<file path="config.mk">
export PLATFORM = sky130hd
export DESIGN_NAME = sar_serial_adc
export DESIGN_NICKNAME = d
export VERILOG_FILES = /design/src/rtl/sar_pkg.sv /design/src/rtl/sar_start_sync.sv /design/src/rtl/sar_search.sv /design/src/rtl/sar_serial_port.sv /design/src/rtl/sar_serial_adc.sv
export SDC_FILE = /design/constraint.sdc
export NUM_CORES = 1
export LEC_CHECK = 0
export BUFFER_PORTS_ARGS = -buffer_cell sky130_fd_sc_hd__buf_2
export CAP_MARGIN = 20
export CORE_UTILIZATION = 59
export CTS_CLUSTER_SIZE = 16
export DETAILED_ROUTE_END_ITERATION = 12
export PLACE_DENSITY = 0.83
export SETUP_SLACK_MARGIN = 0.2
export SYNTH_ARGS = -nofsm -noshare
export SYNTH_HDL_FRONTEND = slang
export SYNTH_SLANG_ARGS = --single-unit
</file>
<file path="constraint.sdc">
create_clock -name clk -period 4.5 [get_ports clk]
set_clock_uncertainty 0.2 [all_clocks]
set_input_delay 0.9 -clock clk [delete_from_list [all_inputs] [get_ports clk]]
set_output_delay 0.9 -clock clk [all_outputs]
set_load 0.05 [all_outputs]
</file>
<file path="src/rtl/sar_pkg.sv">
package sar_pkg;

    // Default configuration
    localparam int unsigned SAR_WIDTH_DEF = 12;
    localparam int unsigned SAR_SYNC_DEF  = 2;

    // Controller sequencing
    typedef enum logic [1:0] {
        ST_IDLE  = 2'd0,   // tracking, waiting for a request
        ST_ALIGN = 2'd1,   // holding, waiting for a serial-clock boundary
        ST_CONV  = 2'd2,   // one trial per serial-clock period
        ST_TAIL  = 2'd3    // LSB on the line, search finished
    } sar_state_e;

    // Open-drain pull-down enables of the serial port
    typedef struct packed {
        logic sclk;
        logic frame;
        logic data;
    } od_pins_t;

endpackage

</file>
<file path="src/rtl/sar_start_sync.sv">
module sar_start_sync #(
    parameter int unsigned STAGES = 2
) (
    input  logic clk,
    input  logic rst,
    input  logic async_in,
    output logic rise_pulse
);
    logic [STAGES-1:0] sync_q;
    logic              last_q;

    generate
        if (STAGES == 1) begin : g_single
            always_ff @(posedge clk) begin
                if (rst) sync_q <= '0;
                else     sync_q <= async_in;
            end
        end else begin : g_chain
            always_ff @(posedge clk) begin
                if (rst) sync_q <= '0;
                else     sync_q <= {sync_q[STAGES-2:0], async_in};
            end
        end
    endgenerate

    always_ff @(posedge clk) begin
        if (rst) last_q <= 1'b0;
        else     last_q <= sync_q[STAGES-1];
    end

    assign rise_pulse = sync_q[STAGES-1] & ~last_q;

endmodule

</file>
<file path="src/rtl/sar_search.sv">
module sar_search
    import sar_pkg::*;
#(
    parameter int unsigned WIDTH = SAR_WIDTH_DEF
) (
    input  logic             clk,
    input  logic             rst,
    input  logic             start_pulse,
    input  logic             tick,
    input  logic             cmp_in,
    output logic [WIDTH-1:0] code,
    output logic             hold,
    output logic             busy,
    output logic             bit_strobe,
    output logic             bit_val,
    output logic             word_end
);
    localparam int unsigned IDXW = (WIDTH > 1) ? $clog2(WIDTH) : 1;
    localparam logic [IDXW-1:0] TOP_IDX = IDXW'(WIDTH - 1);

    sar_state_e       state_q;
    logic [WIDTH-1:0] code_q;
    logic [WIDTH-1:0] code_nxt;
    logic [IDXW-1:0]  idx_q;

    // Decide the current bit and set the next trial bit
    always_comb begin
        for (int b = 0; b < WIDTH; b++) begin
            if (b == int'(idx_q))          code_nxt[b] = cmp_in;
            else if (b + 1 == int'(idx_q)) code_nxt[b] = 1'b1;
            else                           code_nxt[b] = code_q[b];
        end
    end

    always_ff @(posedge clk) begin
        if (rst) begin
            state_q <= ST_IDLE;
            code_q  <= '0;
            idx_q   <= '0;
        end else begin
            case (state_q)
                ST_IDLE: begin
                    if (start_pulse) state_q <= ST_ALIGN;
                end
                ST_ALIGN: begin
                    if (tick) begin
                        state_q <= ST_CONV;
                        code_q  <= {1'b1, {(WIDTH-1){1'b0}}};
                        idx_q   <= TOP_IDX;
                    end
                end
                ST_CONV: begin
                    if (tick) begin
                        code_q <= code_nxt;
                        if (idx_q == '0) state_q <= ST_TAIL;
                        else             idx_q   <= idx_q - 1'b1;
                    end
                end
                ST_TAIL: begin
                    if (tick) state_q <= ST_IDLE;
                end
                default: state_q <= ST_IDLE;
            endcase
        end
    end

    assign code       = code_q;
    assign hold       = (state_q == ST_ALIGN) || (state_q == ST_CONV);
    assign busy       = (state_q != ST_IDLE);
    assign bit_strobe = (state_q == ST_CONV) && tick;
    assign bit_val    = cmp_in;
    assign word_end   = (state_q == ST_TAIL) && tick;

endmodule

</file>
<file path="src/rtl/sar_serial_port.sv">
module sar_serial_port
    import sar_pkg::*;
(
    input  logic     clk,
    input  logic     rst,
    input  logic     sclk_mode,
    input  logic     bit_strobe,
    input  logic     bit_val,
    input  logic     word_end,
    output logic     tick,
    output od_pins_t pins
);
    logic phase_q;
    logic frame_q;
    logic data_q;

    // Serial clock level: released (high) while phase_q is 1
    always_ff @(posedge clk) begin
        if (rst) phase_q <= 1'b0;
        else     phase_q <= ~phase_q;
    end

    // A tick edge is one where the serial clock line rises
    assign tick = ~phase_q;

    always_ff @(posedge clk) begin
        if (rst) begin
            frame_q <= 1'b0;
            data_q  <= 1'b0;
        end else begin
            if (bit_strobe) begin
                frame_q <= 1'b1;
                data_q  <= bit_val;
            end else if (word_end) begin
                frame_q <= 1'b0;
            end
        end
    end

    always_comb begin
        pins.sclk  = ~phase_q & (sclk_mode | frame_q);
        pins.frame = frame_q;
        pins.data  = frame_q & ~data_q;
    end

endmodule

</file>
<file path="src/rtl/sar_serial_adc.sv">
module sar_serial_adc
    import sar_pkg::*;
#(
    parameter int unsigned WIDTH       = SAR_WIDTH_DEF,
    parameter int unsigned SYNC_STAGES = SAR_SYNC_DEF
) (
    input  logic             clk,
    input  logic             rst,
    input  logic             conv_start_async,
    input  logic             sclk_mode,
    input  logic             cmp_in,
    output logic [WIDTH-1:0] trial_code,
    output logic             hold,
    output logic             busy,
    output logic             sclk_pull_low,
    output logic             frame_pull_low,
    output logic             data_pull_low
);
    logic     start_pulse;
    logic     tick;
    logic     bit_strobe;
    logic     bit_val;
    logic     word_end;
    logic     busy_int;
    od_pins_t pins;

    sar_start_sync #(.STAGES(SYNC_STAGES)) sync_i (
        .clk        (clk),
        .rst        (rst),
        .async_in   (conv_start_async),
        .rise_pulse (start_pulse)
    );

    // Requests are accepted only when idle
    sar_search #(.WIDTH(WIDTH)) search_i (
        .clk         (clk),
        .rst         (rst),
        .start_pulse (start_pulse & ~busy_int),
        .tick        (tick),
        .cmp_in      (cmp_in),
        .code        (trial_code),
        .hold        (hold),
        .busy        (busy_int),
        .bit_strobe  (bit_strobe),
        .bit_val     (bit_val),
        .word_end    (word_end)
    );

    sar_serial_port port_i (
        .clk        (clk),
        .rst        (rst),
        .sclk_mode  (sclk_mode),
        .bit_strobe (bit_strobe),
        .bit_val    (bit_val),
        .word_end   (word_end),
        .tick       (tick),
        .pins       (pins)
    );

    assign busy           = busy_int;
    assign sclk_pull_low  = pins.sclk;
    assign frame_pull_low = pins.frame;
    assign data_pull_low  = pins.data;

endmodule

</file>
==> run_results.csv <==
group,metric,value,unit
worst_setup_path,worstPathRequired,3400,ps
pwr,p_leak,0.605,nW
floorplanning,dieArea,0.00249,mm^2
worst_setup_path,rr_endpoint,"search_i.state_q[1]$_SDFFE_PP0P_",
synth,syn_area,0.00135,mm^2
route,drc,0,
clock_tree,cts_tree,"built",
worst_setup_path,slowest_delay,450,ps
timing,relSlewSlack,0.439,
floorplanning,core_area,0.00206,mm^2
worst_setup_path,worstSetupPathType,"reg2out",
timing,finalSetupViolCount,0,
floorplanning,dieHeight,49.9,um
route,routed_wl,2880,um
worst_setup_path,cp_slowest_cell,"dfxtp_1",
route,ant_nets,0,
clock_tree,post_cts_resized,0,
synth,synth.avg_cell_area,8.36,um^2
pwr,clkPwrFrac,0.121,
worst_setup_path,endpoint_kind,"output port",
timing,fin_setup_tns,0,ps
worst_setup_path,rrSetupSlack,2280,ps
worst_setup_path,path_depth,3,
placed_design,finalWeightedCongestion,0.879,
timing,final-max-slew-violation-count,0,
cells_and_area,drive_gt1_frac,0.181,
synth,ys_types,38,
synth,synth_top_cell_area_share,0.355,
route,wire_per_inst,14.1,um
worst_setup_path,critical-path-top-delay-family,"flip-flops",
synth,synth_most_common_cell,"dfxtp_1",
timing,fin_crit_sh,0.577,
cells_and_area,areaGrowthSynthToFinish,9.24,%
global_route,grt_max_degree,26,
synth,ys_seq_elements,24,
timing,fmax,0.385,GHz
synth,synth_top_area_cell,"dfxtp_1",
synth,synth_edf_count,0,
timing,rsz0062_at_grt,"no",
clock_tree,clock_latency,320,ps
pwr,irDropWorstVdd,0.361,mV
synth,ys_async_sr_fraction,0,
global_route,grt_pass1_wl,4900,um
route,via_per_inst,5.99,
synth,synthCells,162,
worst_setup_path,cp_max_fo,5,
worst_setup_path,cp-startpoint,"search_i.state_q[1]$_SDFFE_PP0P_",
timing,holdWs,271,ps
worst_setup_path,crit_chain,"inv_1 > ha_1 > buf_2",
timing,tightest_slew,842,ps
synth,seq_area_frac_synth,0.355,
cells_and_area,layout.nets,192,
timing,fin_crit,2600,ps
global_route,antenna_found_initial,0,
synth,synth_commonest_cells,"dfxtp_1, a21oi_1, nor2_1",
floorplanning,die_w,49.9,um
clock_tree,cts_buffers,3,
worst_setup_path,cp.buffers_inverters,2,
clock_tree,path_clk_slew,130,ps
clock_tree,clockBufferDepth,2,
floorplanning,initial_core_util,0.657,
floorplanning,ios,22,
placed_design,port_buffers,21,
clock_tree,cts_sinks,24,
pwr,p_sw,472,uW
synth,synth-main-ff-cell,"dfxtp_1",
synth,ys_warn_count,0,
worst_setup_path,crit_path_end,"hold",
worst_setup_path,r2r-start,"search_i.idx_q[1]$_SDFFE_PP0P_",
synth,synthesis.nets,176,
pwr,finalPower,940,uW
clock_tree,cts-root-buf,"clkbuf_4",
synth,synthTopCellsByArea,"dfxtp_1, ha_1, a21oi_1",
timing,hold_viol,0,
placed_design,dp_hpwl,2000,um
pwr,switching_share,0.502,
clock_tree,cts.hold.buffers_added,0,
clock_tree,post_cts_buffers,0,
flow_run,maxCapViolations,0,
pwr,p_comb_frac,0.560,
outcome,outcome,"finished, final reports clean",
route,drt-pass1-iter-count,4,
global_route,track_usage,0.256,
cells_and_area,num_antenna_cells,0,
route,num_vias,1222,
floorplanning,rows,16,
global_route,grt_pass1_vias,1073,
worst_setup_path,crit_arrival,1500,ps
pwr,pwr-share-seq,0.318,
clock_tree,cts.htree.levels,1,
global_route,grt_overflow,0,
worst_setup_path,start_kind,"flop",
pwr,power_per_cell_area,636,mW/mm^2
route,drtIter0Drc,65,
worst_setup_path,rr_worst_depth,6,
pwr,p_int,468,uW
worst_hold_path,holdCritPathClass,"reg2reg",
==> worst register-to-register path: cells and delay by family (launching register included) <==
family,cells,cell delay [ps]
AOI/OAI and AO/OA,1,260
adders and majority gates,1,380
buffers and inverters,1,130
DFF,1,410
muxes,1,210
and+or+nand+nor,2,520
==> area by class of cell <==
cell class	count	area (um^2)
clock buffer	4	36.3
fill	168	583
inverter	10	37.5
multi-input combinational	118	786
sequential	24	480
tap	27	33.8
timing repair buffer	21	105
==> power by group through the flow <==
stage | Sequential (mW) | Combinational (mW) | Clock, mW
floorplan | 0.366 | 0.367 | 0
global placement | 0.298 | 0.508 | 0
detailed placement | 0.301 | 0.518 | 0
global route | 0.306 | 0.567 | 0.126
CTS | 0.297 | 0.522 | 0.116
finish | 0.299 | 0.527 | 0.114
==> per-stage QoR <==
step / cells / worst slack [ps] / utilization / cell area, um^2
2_1_floorplan: 162 / 1810 / - / 1350
4_1_cts: 204 / 1920 / 0.717 / 1480
3_3_place_gp: 200 / 2070 / 0.700 / 1440
3_5_place_dp: 200 / 2060 / 0.700 / 1440
5_1_grt: 204 / 1850 / 0.717 / 1480
6_report: 204 / 1900 / 0.717 / 1480
==> placed cells by master, fill, tap and decap left out, drive strengths merged <==
| cell type | n |
|---|---|
| dfxtp | 24 |
| buf | 21 |
| a21oi | 19 |
| nor2 | 16 |
| nand2 | 11 |
| nor3 | 10 |
| inv | 10 |
| ha | 9 |
| nor2b | 6 |
| o21ai | 6 |
| nand2b | 5 |
| o31ai | 4 |
| clkbuf | 4 |
| mux2i | 3 |
| nor3b | 3 |
| a31oi | 3 |
| a311oi | 3 |
| nand3 | 2 |
| o31a | 2 |
| mux2 | 2 |
| nand4 | 2 |
| o21a | 2 |
| a221oi | 2 |
| and2 | 1 |
| or3b | 1 |
| nor4 | 1 |
| a211oi | 1 |
| a2111oi | 1 |
| o21ba | 1 |
| o21bai | 1 |
| a31o | 1 |
==> worst min path at each step <==
stage / from / slack (ps) / end / cells past startpoint
finish: sync_i.sync_q[0]$_SDFF_PP0_ / 270 / sync_i.sync_q[1]$_SDFF_PP0_ / 1
global route: sync_i.sync_q[0]$_SDFF_PP0_ / 290 / sync_i.sync_q[1]$_SDFF_PP0_ / 1
CTS: sync_i.sync_q[0]$_SDFF_PP0_ / 270 / sync_i.sync_q[1]$_SDFF_PP0_ / 1
detailed placement: sync_i.sync_q[0]$_SDFF_PP0_ / 250 / sync_i.sync_q[1]$_SDFF_PP0_ / 1
global placement: sync_i.sync_q[0]$_SDFF_PP0_ / 250 / sync_i.sync_q[1]$_SDFF_PP0_ / 1
floorplan: sync_i.sync_q[0]$_SDFF_PP0_ / 210 / sync_i.sync_q[1]$_SDFF_PP0_ / 1
==> logic make-up (layout without fill, tap and decap cells) <==
logic type	count (synthesis)	after routing	share of synthesized area
multiplexers	5	5	0.0388
buffers and inverters	20	35	0.0647
flip-flops	24	24	0.355
AND/OR/NAND/NOR	58	58	0.214
adder cells (fa/ha/maj)	9	9	0.0832
AO/OA/AOI/OAI	46	46	0.245
==> sequential cells by signal (all words and copies together) (netlist names) <==
name,count
port_i.data_q,1
port_i.frame_q,1
port_i.phase_q,1
search_i.code,12
search_i.idx_q,4
search_i.state_q,2
sync_i.last_q,1
sync_i.sync_q,2
==> layer usage <==
layer	wire (um)	global-route usage	vias to the layer above
met2	1360	0.426	45
met4	32	0.0714	0
li1	-	-	606
met5	0	0	-
met1	1330	0.338	567
met3	153	0.0432	4
Note: power is estimated with default switching activity, not from simulation.
